[config.mk]
export PLATFORM = sky130hd
export DESIGN_NAME = irq_status_unit
export DESIGN_NICKNAME = d
export VERILOG_FILES = /design/src/rtl/irq_status_pkg.sv /design/src/rtl/irq_pend_latch.sv /design/src/rtl/irq_enable_reg.sv /design/src/rtl/irq_read_mux.sv /design/src/rtl/irq_status_unit.sv
export SDC_FILE = /design/constraint.sdc
export NUM_CORES = 1
export LEC_CHECK = 0
export BUFFER_PORTS_ARGS = -buffer_cell sky130_fd_sc_hd__buf_2
export CAP_MARGIN = 20
export CORE_MARGIN = 1.5
export CORE_UTILIZATION = 38
export CTS_CLUSTER_DIAMETER = 40
export CTS_CLUSTER_SIZE = 8
export DETAILED_ROUTE_END_ITERATION = 6
export GPL_TIMING_DRIVEN = 0
export PLACE_DENSITY_LB_ADDON = 0.1
export SLEW_MARGIN = 20
export SYNTH_ARGS = -nofsm -noshare
export SYNTH_HDL_FRONTEND = slang
export SYNTH_SLANG_ARGS = --single-unit
[constraint.sdc]
create_clock -name clk -period 1.5 [get_ports clk]
set_input_delay 0.3 -clock clk [delete_from_list [all_inputs] [get_ports clk]]
set_output_delay 0.3 -clock clk [all_outputs]
set_load 0.01 [all_outputs]
[src/rtl/irq_status_pkg.sv]
package irq_status_pkg;

    localparam int REG_W = 32;

    // Sticky event positions: TX overrun, slave-side requests, master/slave done,
    // arbitration lost, bus error, done-without-stop.
    localparam logic [REG_W-1:0] STICKY_BITS = 32'h131F_0008;
    // Live FIFO level positions.
    localparam logic [REG_W-1:0] LEVEL_BITS  = 32'h0000_0077;
    // Every position that carries a source.
    localparam logic [REG_W-1:0] SOURCE_BITS = STICKY_BITS | LEVEL_BITS;
    // Enable word: top three positions forced low.
    localparam logic [REG_W-1:0] ENABLE_BITS = 32'h1FFF_FFFF;

    localparam logic [7:0] OFF_ENABLE = 8'h2C;
    localparam logic [7:0] OFF_RAW    = 8'h30;
    localparam logic [7:0] OFF_FILT   = 8'h34;
    localparam logic [7:0] OFF_ACK    = 8'h38;

    typedef struct packed {
        logic [REG_W-1:0] pend;
    } pend_state_t;

    typedef struct packed {
        logic [REG_W-1:0] en;
    } enable_state_t;

endpackage

[src/rtl/irq_pend_latch.sv]
module irq_pend_latch
    import irq_status_pkg::*;
#(
    parameter logic [REG_W-1:0] KEEP_BITS = STICKY_BITS
) (
    input  logic             clk,
    input  logic             rst_n,
    input  logic [REG_W-1:0] set_i,
    input  logic [REG_W-1:0] clr_i,
    output logic [REG_W-1:0] pend_o
);

    pend_state_t st_d, st_q;

    // Set has priority over a clear arriving in the same cycle.
    always_comb begin
        st_d      = st_q;
        st_d.pend = ((st_q.pend & ~clr_i) | set_i) & KEEP_BITS;
    end

    always_ff @(posedge clk or negedge rst_n) begin
        if (!rst_n) st_q <= '0;
        else        st_q <= st_d;
    end

    // Only positions named in KEEP_BITS hold a flop; the rest are tied low.
    for (genvar b = 0; b < REG_W; b++) begin : g_bit
        if (KEEP_BITS[b]) begin : g_flop
            assign pend_o[b] = st_q.pend[b];
        end else begin : g_tie
            assign pend_o[b] = 1'b0;
        end
    end

endmodule

[src/rtl/irq_enable_reg.sv]
module irq_enable_reg
    import irq_status_pkg::*;
#(
    parameter logic [REG_W-1:0] WR_BITS = ENABLE_BITS
) (
    input  logic             clk,
    input  logic             rst_n,
    input  logic             wr_i,
    input  logic [REG_W-1:0] wdata_i,
    output logic [REG_W-1:0] en_o
);

    enable_state_t st_d, st_q;

    always_comb begin
        st_d = st_q;
        if (wr_i) st_d.en = wdata_i & WR_BITS;
    end

    always_ff @(posedge clk or negedge rst_n) begin
        if (!rst_n) st_q <= '0;
        else        st_q <= st_d;
    end

    assign en_o = st_q.en;

endmodule

[src/rtl/irq_read_mux.sv]
module irq_read_mux
    import irq_status_pkg::*;
#(
    parameter int ADDR_W = 8
) (
    input  logic [ADDR_W-1:0] addr_i,
    input  logic [REG_W-1:0]  raw_i,
    input  logic [REG_W-1:0]  en_i,
    input  logic [REG_W-1:0]  filt_i,
    output logic [REG_W-1:0]  rdata_o
);

    localparam logic [ADDR_W-1:0] A_EN   = ADDR_W'(OFF_ENABLE);
    localparam logic [ADDR_W-1:0] A_RAW  = ADDR_W'(OFF_RAW);
    localparam logic [ADDR_W-1:0] A_FILT = ADDR_W'(OFF_FILT);

    // The acknowledge offset and unmapped offsets fall to zero.
    always_comb begin
        rdata_o = '0;
        if (addr_i == A_EN)   rdata_o = en_i;
        if (addr_i == A_RAW)  rdata_o = raw_i;
        if (addr_i == A_FILT) rdata_o = filt_i;
    end

endmodule

[src/rtl/irq_status_unit.sv]
module irq_status_unit
    import irq_status_pkg::*;
#(
    parameter int ADDR_W = 8
) (
    input  logic              clk,
    input  logic              rst_n,
    input  logic              bus_wr,
    input  logic [ADDR_W-1:0] bus_addr,
    input  logic [REG_W-1:0]  bus_wdata,
    output logic [REG_W-1:0]  bus_rdata,
    input  logic [REG_W-1:0]  evt_i,
    input  logic [REG_W-1:0]  lvl_i,
    output logic              irq_o
);

    localparam logic [ADDR_W-1:0] A_EN  = ADDR_W'(OFF_ENABLE);
    localparam logic [ADDR_W-1:0] A_ACK = ADDR_W'(OFF_ACK);

    logic             en_wr;
    logic [REG_W-1:0] ack_vec;
    logic [REG_W-1:0] pend_q;
    logic [REG_W-1:0] en_q;
    logic [REG_W-1:0] raw_word;
    logic [REG_W-1:0] filt_word;

    always_comb begin
        en_wr   = bus_wr && (bus_addr == A_EN);
        ack_vec = (bus_wr && (bus_addr == A_ACK)) ? bus_wdata : '0;
    end

    irq_pend_latch #(.KEEP_BITS(STICKY_BITS)) u_pend (
        .clk    (clk),
        .rst_n  (rst_n),
        .set_i  (evt_i),
        .clr_i  (ack_vec),
        .pend_o (pend_q)
    );

    irq_enable_reg #(.WR_BITS(ENABLE_BITS)) u_en (
        .clk     (clk),
        .rst_n   (rst_n),
        .wr_i    (en_wr),
        .wdata_i (bus_wdata),
        .en_o    (en_q)
    );

    always_comb begin
        raw_word  = (lvl_i & LEVEL_BITS) | pend_q;
        filt_word = raw_word & en_q;
        irq_o     = |filt_word;
    end

    irq_read_mux #(.ADDR_W(ADDR_W)) u_rd (
        .addr_i  (bus_addr),
        .raw_i   (raw_word),
        .en_i    (en_q),
        .filt_i  (filt_word),
        .rdata_o (bus_rdata)
    );

endmodule

== Word level (Yosys, flattened, before mapping) ==
Cells that the tools add are included.

* Equal/unequal tests: 4
* Multiplexer cells: 4
* Bitwise gates (word level): 5
* Reductions and logical operators: 3

{| class="wikitable"
|+ Operators by type and width
! kind !! count
|-
| 2-to-1 mux 29 bit || 4
|-
| bitwise AND 29 bit || 2
|-
| == test 8 x 6 -> 1 bit (second input constant) || 4
|-
| OR reduction 32 bit || 1
|-
| inverter 29 bit || 1
|-
| OR 29 bit || 1
|-
| OR 7 x 29 -> 29 bit || 1
|-
| logical AND 1 bit || 2
|}

* Register bits: 38
* Bits of input ports: 107
* Output and inout port bits: 33

== Logic depth before layout (Yosys ltp) ==
* Depth after elaboration: 6
* Mapped depth: 5
* Mapped depth without buffers: 3

== Hierarchy ==
A second synthesis with hierarchy kept.

* Cell total of the unflattened synthesis: 321
* Area, all modules: 3,275.6 um^2

{| class="wikitable"
|+ By module, submodules not included
! module !! times used !! cells an instance !! area an instance (um^2) !! sequential area each (um^2)
|-
| irq_enable_reg || 1 || 65 || 1,143.6 || 725.7
|-
| irq_read_mux || 1 || 115 || 1,027.2 || 0.0
|-
| irq_status_unit || 1 || 90 || 601.8 || 0.0
|-
| irq_pend_latch || 1 || 51 || 503.0 || 225.2
|}

== Worst setup path after synthesis ==
Ideal clock, no wire load.

* Path kind: input port to output port
* Start point: input bus_addr[6]
* End point: output bus_rdata[16]
* Data arrival time: 1.366 ns
* Required time: 1.200 ns
* Path slack: -0.166 ns
* Cell stages on the path: 5
* Path buffers: 2
* Cell sequence: nor4b_2 buf_2 nand2b_1 clkbuf_1 nor2_1

* Cells in the longest elaborated chain, start to end: 4
* Elaborated cells on any way between the ends: 6
* Classes of those cells: eq/ne: 3; mux: 3

{| class="wikitable"
|+ Ends and longest elaborated chain
! element !! line !! RTL
|-
| start, declared || irq_status_unit.sv:9 || <nowiki>input logic [ADDR_W-1:0] bus_addr,</nowiki>
|-
| == test 8 x 6 -> 1 bit || irq_read_mux.sv:20 || <nowiki>if (addr_i == A_EN) rdata_o = en_i;</nowiki>
|-
| 2-to-1 mux 29 bit || irq_read_mux.sv:20 ||
|-
| 2-to-1 mux 29 bit || irq_read_mux.sv:21 || <nowiki>if (addr_i == A_RAW) rdata_o = raw_i;</nowiki>
|-
| 2-to-1 mux 29 bit (*) || irq_read_mux.sv:22 || <nowiki>if (addr_i == A_FILT) rdata_o = filt_i;</nowiki>
|-
| end, declared || irq_status_unit.sv:11 || <nowiki>output logic [REG_W-1:0] bus_rdata,</nowiki>
|}

Mark *: on every way between the ends. The rest lies on a longest branch, timed or not.

== Final worst setup path ==
* Start point: register u_pend.st_q[18] in the netlist's numbering
* End point: output irq_o

* Cells in the longest elaborated chain, start to end: 3

{| class="wikitable"
|+ Ends and longest elaborated chain
! element !! line !! RTL
|-
| start, declared || irq_pend_latch.sv:13 || <nowiki>pend_state_t st_d, st_q;</nowiki>
|-
| start signal, assigned || irq_pend_latch.sv:23 || <nowiki>else st_q <= st_d;</nowiki>
|-
| OR 7 x 29 -> 29 bit || irq_status_unit.sv:49 || <nowiki>raw_word = (lvl_i & LEVEL_BITS) | pend_q;</nowiki>
|-
| bitwise AND 29 bit || irq_status_unit.sv:50 || <nowiki>filt_word = raw_word & en_q;</nowiki>
|-
| OR reduction 32 bit || irq_status_unit.sv:51 || <nowiki>irq_o = |filt_word;</nowiki>
|-
| end, declared || irq_status_unit.sv:14 || <nowiki>output logic irq_o</nowiki>
|}

No other way between the ends.

==> metrics.md <==
| Metric | Value |
|---|---|
| Antenna cell count | 0 |
| Clock insertion delay at the later pin of the skew report | roughly 290 ps |
| Share of final-layout standard cells stronger than drive strength 1 | 0.666 |
| Average routed wire per standard cell | approximately 18 um |
| Number of nets in the layout | 397 |
| Library cells used by synthesis | 23 |
| Crit path launch type | register |
| Actual slew at the worst max-slew pin | between 800 and 900 ps |
| Core area | ~0.0052 mm^2 |
| Clock tree from TritonCTS | yes |
| Crit Path Category | register to primary output |
| Final period utilization | 1.26 |
| Clock-pin slew of the registers on the worst-case setup and hold paths | ~70 ps |
| Placed Cells | about 330 |
| Area of the die | just under 0.006 mm^2 |
| Dominant synthesized flop cell | sky130_fd_sc_hd__dfrtp_1 |
| Area grow syn2layout | 64.2% |
| Met1 Resource Use GR | 0.266 |
| Async set-reset flop share out of synthesis | 1.00 |
| Flip-flop and latch count after synthesis | 38 |
| Num CTS Buffers | 5 |
| Class of the tightest hold or removal check | input pin to asynchronous set/reset pin |
| Result of the run | finished, violations left |
| Final Hold Violating Endpoints | 0 |
| First element of the critical path | u_pend.st_q[18] |
| Post-synthesis average cell area | between 10 and 15 um^2 |
| Combinational family with the most area after synthesis | simple AND/OR/NAND/NOR gates |
| YS warnings | 0 |
| Count of flip-flops with a built-in enable after synthesis | 0 |
| Power per unit of standard cell area | approximately 630 mW/mm^2 |
| Static leakage power | approximately 1.6 nW |
| FMAX | between 0.5 and 0.6 GHz |
| Capturing point of the worst reg2reg path | u_en.en_o[18] |
| Number of standard-cell rows in the floorplan | 26 |
| Adder-cell share of the synthesized area | 0 |
| Area of the mapped netlist | ~0.002 mm^2 |
| Via density per instance | 5.37 |
| Grt met2 use | 0.361 |
| Normalized max-slew margin | 0.413 |
| Half-perimeter wire length after detailed placement | approximately 4000 um |
| Unrepaired setup endpoints after global routing | yes |
| Sequential area share after synthesis | 0.463 |
| Global route hottest layer | met2 |
| Worst vdd rail ir drop | roughly 0.46 mV |
| Gr ovfl total | 0 |
| Max-slew violation total from the final report | 0 |
| First-pass GRT wire length | just under 10,000 um |
| Via count | a little under 2,000 |
| CP endpoint kind | primary output |
| Starting density of the core | 0.397 |
| H-tree Lvls | 2 |
| Clock Sinks | 38 |
| Fin crit period | between 1500 and 2000 ps |
| Y dimension of the die | around 77 um |
| Violations in the final reports | negative setup slack |
| Compound-gate portion of the synthesized area | 0.125 |
| Cell at the root of the clock tree | sky130_fd_sc_hd__clkbuf_8 |
| Vias in the first global route | 1,948 |
| I/O pin total | 140 |
| Largest net degree at the start of global routing | 39 |
| Post-route total power | ~2.1 mW |
| Crit path max fanout | 3 |
| Overall track demand over capacity in global routing | 0.213 |
| Violation count after the first detailed-routing iteration | 65 |
| Sum of routed wire length over all layers | between 6000 and 7000 um |
| Antenna Violating Nets Remaining | 0 |
| Length in cells of the worst reg-to-reg path | 2 |
| Arrival time reported for the critical path endpoint | about 1600 ps |
| Final WS setup | -391 ps |
| First-pass iteration count of the detailed router | 4 |
| Met3 GRT Util | 0.0623 |
| Routability congestion estimate from global placement | between 0.7 and 0.8 |
| Remaining routing DRC violations | 0 |
| Finish-stage setup viols | 58 |
| Final Non-Filler Cells | 360 |
| Worst R2R Start | u_en.en_o[18] |
| Worst path required time | 1200 ps |
| Initial antenna violation count | 0 |
| Xor/xnor cell area share of the yosys netlist | 0 |
| Multiplexer share of the synthesized area | 0.177 |
| Clock tree buffer depth | 2 |
| Number of instances in the synthesized netlist | 177 |
| Die Width | around 77 um |
| Share of synthesized cell area in and, or, nand and nor gates | 0.190 |
| Setup slack on the worst flop-to-flop path | approximately 590 ps |
| Buffers added on ports | 84 |
| Final setup skew | 0 ps |
| Number of max-cap violations | 0 |
worst max path at each step:
stage	endpoint	slack, ps	cells after the start
after global routing	irq_o	-450	4
after floorplan	bus_rdata[3]	20	4
after global placement	bus_rdata[16]	-560	6
after detailed placement	bus_rdata[16]	-560	6
final	irq_o	-390	4
after CTS	irq_o	-360	4
routing by layer:
layer / part of all wire / wire length, um / vias to the layer above
met5: 0 / 0 / -
met4: 0.0055 / 35 / 0
met3: 0.064 / 406 / 5
met2: 0.51 / 3270 / 73
met1: 0.42 / 2680 / 965
li1: - / - / 890
where the power goes:
part	internal (mW)	switching, mW	leakage, nW	total [mW]
clock	0.320	0.350	0.0383	0.670
combinational	0.199	0.172	1.09	0.371
sequential	1.06	0.0302	0.479	1.09
kinds of logic after synthesis:
family          after synthesis
other cells                   1
simple gates                 62
compound gates               31
mux                          29
buf+inv                      16
flops                        38
metrics by stage:
stage	cell area [um^2]	hold WS, ps	util	setup WS, ps	setup TNS [ps]
floorplan	2120	4.41	-	20.5	0
global placement	2630	470	0.508	-564	-13790
detailed placement	2630	461	0.508	-557	-14940
CTS	3070	147	0.594	-365	-5790
global route	3380	184	0.653	-449	-12080
finish	3380	116	0.653	-391	-8270
what timing repair did:
action	in CTS	in global routing
hold buffers	0	0
hold endpoints to repair	0	0
setup endpoints to repair	30	54
gates cloned	3	1
pin swaps	30	9
resized for setup	59	45
setup buffers	9	8
cell usage in the layout (no fill, tap or decap):
master | synthesis | final
sky130_fd_sc_hd__buf_2 | 3 | 61
sky130_fd_sc_hd__dfrtp_1 | 38 | 38
sky130_fd_sc_hd__buf_6 | 2 | 35
sky130_fd_sc_hd__mux2_2 | 19 | 18
sky130_fd_sc_hd__nand2b_1 | 16 | 12
sky130_fd_sc_hd__nor2_4 | 0 | 11
sky130_fd_sc_hd__mux2_4 | 10 | 11
sky130_fd_sc_hd__and3_4 | 0 | 10
sky130_fd_sc_hd__nand4b_1 | 10 | 10
sky130_fd_sc_hd__buf_4 | 3 | 10
sky130_fd_sc_hd__a21o_1 | 9 | 9
sky130_fd_sc_hd__a32oi_1 | 15 | 8
sky130_fd_sc_hd__clkbuf_8 | 0 | 7
sky130_fd_sc_hd__a32oi_2 | 0 | 6
sky130_fd_sc_hd__and3_1 | 15 | 5
sky130_fd_sc_hd__buf_8 | 0 | 4
sky130_fd_sc_hd__nand2b_4 | 0 | 4
sky130_fd_sc_hd__nor2_2 | 0 | 4
sky130_fd_sc_hd__a22oi_1 | 4 | 4
sky130_fd_sc_hd__clkbuf_1 | 8 | 3
sky130_fd_sc_hd__conb_1 | 1 | 3
sky130_fd_sc_hd__nor2b_4 | 0 | 2
sky130_fd_sc_hd__clkbuf_2 | 0 | 2
sky130_fd_sc_hd__clkbuf_16 | 0 | 2
sky130_fd_sc_hd__buf_12 | 0 | 2
sky130_fd_sc_hd__nor4b_4 | 0 | 1
sky130_fd_sc_hd__and3b_2 | 0 | 1
sky130_fd_sc_hd__clkbuf_4 | 0 | 1
sky130_fd_sc_hd__and4b_1 | 1 | 1
sky130_fd_sc_hd__a22o_1 | 1 | 1
sky130_fd_sc_hd__a221oi_1 | 1 | 1
sky130_fd_sc_hd__a222oi_1 | 1 | 1
sky130_fd_sc_hd__nand4_1 | 1 | 1
sky130_fd_sc_hd__a32oi_4 | 0 | 1
area by class of cell:
type / count / area [um^2]
clock buffers: 7 / 76.3
flip-flops and latches: 38 / 951
well taps: 70 / 87.6
multi-input cells: 125 / 1290
repair buffers: 104 / 793
plain buffers: 16 / 180
fillers: 414 / 1800
flip-flops by register name (all words and copies together) (netlist names):
signal       flops
u_pend.st_q      9
u_en.en_o       29
worst max-delay path: stages (launching register included):
cell,delay (ps)
sky130_fd_sc_hd__dfrtp_1,400
sky130_fd_sc_hd__a222oi_1,390
sky130_fd_sc_hd__and3_1,240
sky130_fd_sc_hd__nand4_1,110
sky130_fd_sc_hd__buf_2,160
cells in the mapped netlist, types with 2 or more instances:
| cell type | instances | area (um^2) |
|---|---|---|
| sky130_fd_sc_hd__buf_6 | 2 | 22.5 |
| sky130_fd_sc_hd__a32oi_1 | 15 | 131 |
| sky130_fd_sc_hd__mux2_2 | 19 | 214 |
| sky130_fd_sc_hd__clkbuf_1 | 8 | 30.0 |
| sky130_fd_sc_hd__and3_1 | 15 | 93.8 |
| sky130_fd_sc_hd__nand2b_1 | 16 | 100 |
| sky130_fd_sc_hd__a22oi_1 | 4 | 30.0 |
| sky130_fd_sc_hd__nor2_1 | 15 | 56.3 |
| sky130_fd_sc_hd__nand4b_1 | 10 | 87.6 |
| sky130_fd_sc_hd__buf_2 | 3 | 15.0 |
| sky130_fd_sc_hd__nor2b_1 | 2 | 12.5 |
| sky130_fd_sc_hd__a21o_1 | 9 | 67.6 |
| sky130_fd_sc_hd__dfrtp_1 | 38 | 951 |
| sky130_fd_sc_hd__mux2_4 | 10 | 150 |
| sky130_fd_sc_hd__buf_4 | 3 | 22.5 |
Power figures use the tool's default switching activity.
